--- config.mk ---
export PLATFORM = sky130hd
export DESIGN_NAME = scanIrqMapper
export DESIGN_NICKNAME = d
export VERILOG_FILES = /design/src/rtl/mapPkg.sv /design/src/rtl/mapCtrl.sv /design/src/rtl/mapBanks.sv /design/src/rtl/lineIrq.sv /design/src/rtl/scanIrqMapper.sv
export SDC_FILE = /design/constraint.sdc
export NUM_CORES = 1
export LEC_CHECK = 0
export BUFFER_PORTS_ARGS = -buffer_cell sky130_fd_sc_hd__buf_2
export CORE_ASPECT_RATIO = 0.5
export CORE_MARGIN = 2
export CORE_UTILIZATION = 46
export CTS_CLUSTER_DIAMETER = 200
export DETAILED_ROUTE_END_ITERATION = 8
export PLACE_DENSITY_LB_ADDON = 0.2
export SLEW_MARGIN = 20
export SYNTH_ARGS = -nofsm -noshare
export SYNTH_HDL_FRONTEND = slang
export SYNTH_HIERARCHICAL = 1
export SYNTH_SLANG_ARGS = --single-unit
--- constraint.sdc ---
create_clock -name clk -period 2.6 [get_ports clk]
set_clock_uncertainty 0.15 [all_clocks]
set_input_delay 0.39 -clock clk [delete_from_list [all_inputs] [get_ports clk]]
set_output_delay 0.39 -clock clk [all_outputs]
set_load 0.01 [all_outputs]
--- src/rtl/mapPkg.sv ---
package mapPkg;
  localparam int NUM_REGS = 8;

  // One-cycle decoded write strobes, control -> datapath
  typedef struct packed {
    logic selWr;    // index/mode register
    logic dataWr;   // bank register named by the index
    logic mirWr;    // mirroring
    logic latchWr;  // reload latch
    logic cntClr;   // counter clear
    logic irqOff;   // disable + acknowledge
    logic irqOn;    // enable
  } mapStrobes_t;
endpackage

--- src/rtl/mapCtrl.sv ---
module mapCtrl
  import mapPkg::*;
(
  input  logic       wrEn,
  input  logic [2:0] region,   // address bits 15:13
  input  logic       oddAddr,  // address bit 0
  output mapStrobes_t strobes
);
  logic hit;
  assign hit = wrEn && region[2];

  always_comb begin
    strobes = '0;
    if (hit) begin
      unique case (region[1:0])
        2'b00: begin strobes.selWr   = !oddAddr; strobes.dataWr = oddAddr; end
        2'b01: begin strobes.mirWr   = !oddAddr; end
        2'b10: begin strobes.latchWr = !oddAddr; strobes.cntClr = oddAddr; end
        default: begin strobes.irqOff = !oddAddr; strobes.irqOn = oddAddr; end
      endcase
    end
  end
endmodule

--- src/rtl/mapBanks.sv ---
module mapBanks
  import mapPkg::*;
#(
  parameter int PRG_BANKS = 16,
  parameter int CHR_W     = 8,
  localparam int PRG_W    = $clog2(PRG_BANKS)
) (
  input  logic                 clk,
  input  logic                 rstN,
  input  mapStrobes_t          strobes,
  input  logic [7:0]           wrData,
  output logic [4*PRG_W-1:0]   prgBanks,
  output logic [8*CHR_W-1:0]   chrBanks,
  output logic                 mirrorHoriz
);
  logic [7:0] bankReg [NUM_REGS];
  logic [2:0] regIdx;
  logic       prgMode;
  logic       chrInv;
  logic       mirror;

  always_ff @(posedge clk) begin
    if (!rstN) begin
      for (int i = 0; i < NUM_REGS; i++) bankReg[i] <= (i == 7) ? 8'd1 : 8'd0;
      regIdx  <= '0;
      prgMode <= 1'b0;
      chrInv  <= 1'b0;
      mirror  <= 1'b0;
    end else begin
      if (strobes.selWr) begin
        regIdx  <= wrData[2:0];
        prgMode <= wrData[6];
        chrInv  <= wrData[7];
      end
      if (strobes.dataWr) bankReg[regIdx] <= wrData;
      if (strobes.mirWr)  mirror <= wrData[0];
    end
  end

  assign mirrorHoriz = mirror;

  // Pattern slots: logical slot = physical slot with bit 2 flipped on inversion
  for (genvar s = 0; s < 8; s++) begin : g_chr
    logic [2:0] logSlot;
    logic [7:0] pick;
    always_comb begin
      logSlot = 3'(s) ^ {chrInv, 2'b00};
      if (!logSlot[2]) pick = bankReg[{2'b00, logSlot[1]}] + {7'd0, logSlot[0]};
      else             pick = bankReg[3'(logSlot - 3'd2)];
    end
    assign chrBanks[s*CHR_W +: CHR_W] = CHR_W'(pick);
  end

  // Program slots
  localparam logic [PRG_W-1:0] LAST_BANK = PRG_W'(PRG_BANKS - 1);
  localparam logic [PRG_W-1:0] PREV_BANK = PRG_W'(PRG_BANKS - 2);
  logic [PRG_W-1:0] swA, swB;
  assign swA = bankReg[6][PRG_W-1:0];
  assign swB = bankReg[7][PRG_W-1:0];

  assign prgBanks[0*PRG_W +: PRG_W] = prgMode ? PREV_BANK : swA;
  assign prgBanks[1*PRG_W +: PRG_W] = swB;
  assign prgBanks[2*PRG_W +: PRG_W] = prgMode ? swA : PREV_BANK;
  assign prgBanks[3*PRG_W +: PRG_W] = LAST_BANK;

  logic unusedHigh;
  assign unusedHigh = ^{bankReg[6][7:PRG_W], bankReg[7][7:PRG_W]};
endmodule

--- src/rtl/lineIrq.sv ---
module lineIrq
  import mapPkg::*;
#(
  parameter int CNT_W = 8
) (
  input  logic        clk,
  input  logic        rstN,
  input  mapStrobes_t strobes,
  input  logic [7:0]  wrData,
  input  logic        lineTick,
  output logic        irqOut
);
  logic [CNT_W-1:0] count;
  logic [CNT_W-1:0] reload;
  logic             enabled;
  logic             irqQ;
  logic             atZero;

  assign atZero = (count == '0);

  always_ff @(posedge clk) begin
    if (!rstN) begin
      count   <= '1;
      reload  <= '1;
      enabled <= 1'b0;
      irqQ    <= 1'b0;
    end else begin
      if (strobes.latchWr) reload <= CNT_W'(wrData);

      if (strobes.cntClr)      count <= '0;
      else if (lineTick)       count <= atZero ? reload : count - CNT_W'(1);

      if (strobes.irqOff)      enabled <= 1'b0;
      else if (strobes.irqOn)  enabled <= 1'b1;

      if (strobes.irqOff)                         irqQ <= 1'b0;
      else if (lineTick && atZero && enabled)     irqQ <= 1'b1;
    end
  end

  assign irqOut = irqQ;
endmodule

--- src/rtl/scanIrqMapper.sv ---
module scanIrqMapper
  import mapPkg::*;
#(
  parameter int PRG_BANKS = 16,
  parameter int CHR_W     = 8,
  parameter int CNT_W     = 8,
  localparam int PRG_W    = $clog2(PRG_BANKS)
) (
  input  logic                 clk,
  input  logic                 rstN,
  input  logic                 wrEn,
  input  logic [15:0]          wrAddr,
  input  logic [7:0]           wrData,
  input  logic                 lineTick,
  output logic [4*PRG_W-1:0]   prgBanks,
  output logic [8*CHR_W-1:0]   chrBanks,
  output logic                 mirrorHoriz,
  output logic                 irqOut
);
  mapStrobes_t strobes;

  logic unusedAddr;
  assign unusedAddr = ^wrAddr[12:1];

  mapCtrl uCtrl (
    .wrEn    (wrEn),
    .region  (wrAddr[15:13]),
    .oddAddr (wrAddr[0]),
    .strobes (strobes)
  );

  mapBanks #(.PRG_BANKS(PRG_BANKS), .CHR_W(CHR_W)) uBanks (
    .clk         (clk),
    .rstN        (rstN),
    .strobes     (strobes),
    .wrData      (wrData),
    .prgBanks    (prgBanks),
    .chrBanks    (chrBanks),
    .mirrorHoriz (mirrorHoriz)
  );

  lineIrq #(.CNT_W(CNT_W)) uIrq (
    .clk      (clk),
    .rstN     (rstN),
    .strobes  (strobes),
    .wrData   (wrData),
    .lineTick (lineTick),
    .irqOut   (irqOut)
  );
endmodule

==> impl_metrics.toml, run 1 <==
[place]
gp_congestion = 0.783
place.detailed.hpwl_um = 6910
placed_area_um2 = 4970
portBuffers = 93
dp_cells = 619

[worst_setup_path]
required_ns = 2.06
path_cells = "ha_1 > nand3_1 > or3_1 > a31oi_1 > buf_2"
r2r_cells = 4
crit_type = "flop to primary output"
critPathMaxStageDelay_ns = 0.49
worstSetupEndpointType = "primary output"
worstPathMaxFanout = 7
r2r-start = "uIrq/count[2]"
arrival_ns = 1.90
start_kind = "flop"
rrSetupSlack_ns = 0.65
critPathSlowestCell = "edfxtp_1"
timing.rr.end = "uIrq/count[1]"

[routing]
vias = 3191
ant_nets = 0
drt-vias-per-instance = 5.03
first_iter_violations = 182
wirelength_um = 9450
drc = 0
drtPass1Iterations = 4
wl_per_cell_um = 14.9

[run_status]
status = "complete, no violations"

[cells_and_area]
final_nets = 541
fill_cells = 836
final_cells = 635
syn_to_final_growth_pct = 20.8
diodes = 0
design_area_um2 = 5260
drive_gt1_share_pct = 32.7

[power_and_ir_drop]
power_mw = 2.90
power_frac_comb_pct = 8.7
power_switching_share_pct = 22.4
pwr-share-clk_pct = 41.5
seqPwrFrac_pct = 49.8
p_int_mw = 2.25
power.density_nw_per_um2 = 550
vdd_drop_max_mv = 0.348
total_leakage_power_nw = 2.14
power.switching_mw = 0.650

[timing]
rsz0062_at_grt = "no"
slew-limit-headroom_pct = 66.7
fin_crit_sh_pct = 93.9
whs_ns = 0.276
slew_viol_final = 0
period_minus_slack_ns = 2.44
max_freq_mhz = 410
setup_viol = 0
tightest_slew_ns = 0.494
tns_ns = 0
hold_viol = 0

[global_routing]
grtUsageTotal_pct = 19.6
grt_antenna_before_repair = 0
grt_pass1_wl_um = 15300
grt_pass1_vias = 2919
grt_max_degree = 29
grt_overflow = 0

[cts]
path_clk_slew_ns = 0.06
clk_latency_ns = 0.33
cts.sinks = 80
cts-root-buf = "clkbuf_16"
htree_levels = 3
post_cts_buffers = 0
cts_buffers = 9
clk_path_buf_depth = 2
cts_resized = 0
hold_buffers = 0
cts_tree = "yes"

[yosys]
synth_top_area_share_pct = 38.6
synth_common_cells = "and2_1, edfxtp_1, nor2_1"
yosys_warnings = 6
ys_seq_area_share_pct = 49.6
synth.area.top_cells = "edfxtp_1, dfxtp_1, mux2_2"
ys_ff_latch = 80
yosys.area.top_type = "edfxtp_1"
synth-edff-count = 56
ys.flop_type = "edfxtp_1"
synth_cell_type_count = 42
ys_async_sr_fraction_pct = 0
postSynthCellCount = 412
avgSynthCellArea_um2 = 10.6
synth_area_um2 = 4360

[worst_hold_path]
whs_endpoint = "uBanks/chrInv"
hold_start = "rstN"
hold_path_class = "input pin to flop"
hold_depth = 2

[floorplan]
io_pins = 110
start_util_pct = 46.7
fp.coreArea_um2 = 9320
die_x_um = 142
fp-row-count = 25
dieArea_um2 = 10300
die_y_um = 72.8

[run]
maxCapViolations = 0
==> stage by stage <==
| stage | util (%) | setup slack [ns] |
|---|---|---|
| after floorplan | - | 0.531 |
| after global placement | 53.4 | 0.383 |
| after detailed placement | 53.4 | 0.364 |
| after CTS | 56.5 | 0.117 |
| after global routing | 56.5 | 0.0111 |
| final | 56.5 | 0.158 |
==> power by group through the flow <==
| stage | clock network [mW] | registers, mW | logic (mW) |
|---|---|---|---|
| 6_report | 1.20 | 1.44 | 0.251 |
| 5_1_grt | 1.29 | 1.45 | 0.281 |
| 4_1_cts | 1.23 | 1.44 | 0.255 |
| 3_5_place_dp | 0 | 1.47 | 0.254 |
| 3_3_place_gp | 0 | 1.47 | 0.251 |
| 2_1_floorplan | 0 | 1.45 | 0.156 |
==> sequential cells by signal, summed over array words and instances, names as in the netlist <==
| register | cells |
|---|---|
| uBanks/bankReg | 56 |
| uBanks/chrInv | 1 |
| uBanks/mirrorHoriz | 1 |
| uBanks/prgMode | 1 |
| uBanks/regIdx | 3 |
| uIrq/count | 8 |
| uIrq/enabled | 1 |
| uIrq/irqOut | 1 |
| uIrq/reload | 8 |
==> area by class of cell <==
cell class	instances	area [um^2]	area share, %
flip-flops and latches	80	2160	41.1
clock inverters	6	60.1	1.14
repair buffers	106	576	10.9
inverters	8	30.0	0.571
multi-input cells	304	2050	39.0
clock buffers	10	229	4.35
well taps	121	151	2.88
==> kinds of logic (layout without fill, tap and decap cells) <==
logic type	count (synthesis)	count (layout)	share of synthesized area, %
xor gates and xnor gates	9	9	1.81
other	1	4	0.0861
DFF	80	80	49.6
AOI/OAI and AO/OA	56	56	7.67
buffers and inverters	31	130	3.48
muxes	55	55	13.7
adders and majority gates	4	4	1.15
and+or+nand+nor	176	176	22.5
==> placed cells by master, fill, tap and decap left out, types with 7 or more instances in the layout <==
cell	n
buf_2	93
and2_1	56
edfxtp_1	56
nor2_1	38
mux2_2	36
nand2_1	25
dfxtp_1	23
mux2i_1	19
o21ai_0	17
a31oi_1	14
a21oi_1	13
buf_4	12
nand2b_1	10
clkbuf_16	9
nand3_1	8
inv_1	7
xor2_1	7
nor2b_1	7
nor3_1	7
==> how the worst max path moves through the flow <==
stage	depth (start not counted)	end	slack [ns]	startpoint
2_1_floorplan	4	uBanks/bankReg[3][0]	0.53	wrAddr[0]
3_3_place_gp	6	uBanks/bankReg[0][4]	0.38	wrEn
3_5_place_dp	6	uBanks/bankReg[0][2]	0.36	wrEn
4_1_cts	5	chrBanks[62]	0.12	uBanks/bankReg[1][0]
5_1_grt	5	chrBanks[62]	0.01	uBanks/bankReg[1][0]
6_report	5	chrBanks[62]	0.16	uBanks/bankReg[1][0]
==> layer usage <==
metal,GRT usage [%],vias up,part of all wire [%]
met3,4.86,2,4.8
met5,0,-,0
met1,28.3,1460,50
met2,29.6,70,45
met4,5.89,0,0.29
li1,-,1659,-
==> worst max-delay path, delay by kind of cell (launching register included) <==
| kind | cells | cell delay (ns) |
|---|---|---|
| AOI/OAI and AO/OA | 1 | 0.18 |
| adders and majority gates | 1 | 0.24 |
| buffers and inverters | 1 | 0.15 |
| DFF | 1 | 0.49 |
| and+or+nand+nor | 2 | 0.51 |
(Power assumes the default switching activity.)
==> run 2: changes to the inputs <==
--- a/config.mk
+++ b/config.mk
@@ -11,7 +11,7 @@
 export CORE_UTILIZATION = 46
 export CTS_CLUSTER_DIAMETER = 200
 export DETAILED_ROUTE_END_ITERATION = 8
-export PLACE_DENSITY_LB_ADDON = 0.2
+export PLACE_DENSITY = 0.8
 export SLEW_MARGIN = 20
 export SYNTH_ARGS = -nofsm -noshare
 export SYNTH_HDL_FRONTEND = slang
==> impl_metrics.toml, run 2 (synthesis results as in run 1) <==
[timing]
max_freq_mhz = 409
tns_ns = 0
whs_ns = 0.148
slew_viol_final = 0
rsz0062_at_grt = "no"
setup_viol = 0
period_minus_slack_ns = 2.45
slew-limit-headroom_pct = 63.3
fin_crit_sh_pct = 94.1
tightest_slew_ns = 0.545
hold_viol = 0

[worst_setup_path]
timing.rr.end = "uIrq/count[3]"
critPathSlowestCell = "edfxtp_1"
path_cells = "ha_1 > nand3_1 > or3_1 > a31oi_1 > buf_2"
r2r-start = "uIrq/count[0]"
worstPathMaxFanout = 5
start_kind = "flop"
arrival_ns = 1.91
critPathMaxStageDelay_ns = 0.48
required_ns = 2.06
worstSetupEndpointType = "primary output"
rrSetupSlack_ns = 0.66
crit_type = "flop to primary output"
r2r_cells = 6

[cells_and_area]
syn_to_final_growth_pct = 20.9
layout_commonest_cell = "buf_2"
fill_cells = 791
final_nets = 542
largest_reg_flops = 56
top_regs = "uBanks/bankReg x56, uIrq/count x8, uIrq/reload x8"
final_cell_mix = "buf_2, and2_1, edfxtp_1"
drive_gt1_share_pct = 33.3
diodes = 0
design_area_um2 = 5270
top_register = "uBanks/bankReg"

[routing]
drc = 0
wl_per_cell_um = 15.9
wirelength_um = 10100
drtPass1Iterations = 4
first_iter_violations = 225
vias = 3367
ant_nets = 0
drt-vias-per-instance = 5.30

[floorplan]
die_x_um = 142
start_util_pct = 46.7
io_pins = 110
fp.coreArea_um2 = 9320
die_y_um = 72.8
dieArea_um2 = 10300
fp-row-count = 25

[cts]
cts-root-buf = "clkbuf_16"
cts_tree = "yes"
clk_latency_ns = 0.33
post_cts_buffers = 0
cts_resized = 0
htree_levels = 3
path_clk_slew_ns = 0.06
cts_buffers = 9
clk_path_buf_depth = 2
cts.sinks = 80
hold_buffers = 0

[run_status]
status = "complete, no violations"

[global_routing]
grtUsageTotal_pct = 19.7
grt_pass1_vias = 3106
grt_pass1_wl_um = 15700
grt_max_degree = 33
grt_overflow = 0
grt_antenna_before_repair = 0

[place]
portBuffers = 93
placed_area_um2 = 4980
place.detailed.hpwl_um = 7030
gp_congestion = 0.792

[worst_hold_path]
whs_endpoint = "uIrq/reload[7]"
hold_start = "rstN"
hold_depth = 2
hold_path_class = "input pin to flop"

[power_and_ir_drop]
power.density_nw_per_um2 = 553
total_leakage_power_nw = 2.15
vdd_drop_max_mv = 0.340
power_mw = 2.91

[run]
maxCapViolations = 0
-- run 2: metrics by stage --
stage | util [%] | setup slack, ns | instances
finish | 56.5 | 0.153 | 635
global route | 56.5 | 0.0276 | 635
CTS | 56.5 | 0.152 | 635
detailed placement | 53.4 | 0.307 | 620
global placement | 53.4 | 0.404 | 620
floorplan | - | 0.531 | 415
-- run 2: metal layers --
| layer | global-route usage [%] | routed length (um) | vias up |
|---|---|---|---|
| met3 | 5.38 | 663 | 8 |
| met2 | 32.6 | 4890 | 100 |
| li1 | - | - | 1651 |
| met4 | 7.11 | 94 | 0 |
| met1 | 25.4 | 4420 | 1608 |
| met5 | 0 | 0 | - |
-- run 2: final cells by class --
type	count	area (um^2)	area share, %
clock buffers	9	225	4.28
clock inverters	6	61.3	1.16
inverters	8	30.0	0.570
multi-input cells	304	2050	39.0
flip-flops and latches	80	2160	41.1
well taps	121	151	2.87
repair buffers	107	583	11.1
-- run 2: worst max-delay path by stage --
stage	from	endpoint	slack [ns]	cells past startpoint
2_1_floorplan	wrAddr[0]	uBanks/bankReg[3][0]	0.53	4
3_3_place_gp	wrEn	uBanks/bankReg[0][4]	0.40	6
3_5_place_dp	wrEn	uBanks/bankReg[0][6]	0.31	6
4_1_cts	uBanks/bankReg[1][1]	chrBanks[62]	0.15	5
5_1_grt	uBanks/bankReg[1][1]	chrBanks[62]	0.03	5
6_report	uBanks/bankReg[1][1]	chrBanks[62]	0.15	5
-- run 2: power by group --
group          internal [mW]  leakage (nW)  switching (mW)
registers               1.40         0.774          0.0424
logic                  0.108          1.23           0.147
clock network          0.734         0.141           0.482
-- run 2: critical path, delay by kind of cell, from the launching register on --
family | cells | cell delay (ns)
buffers and inverters | 1 | 0.15
flip-flops | 1 | 0.48
adder cells (fa/ha/maj) | 1 | 0.24
AND/OR/NAND/NOR | 2 | 0.52
AO/OA/AOI/OAI | 1 | 0.17
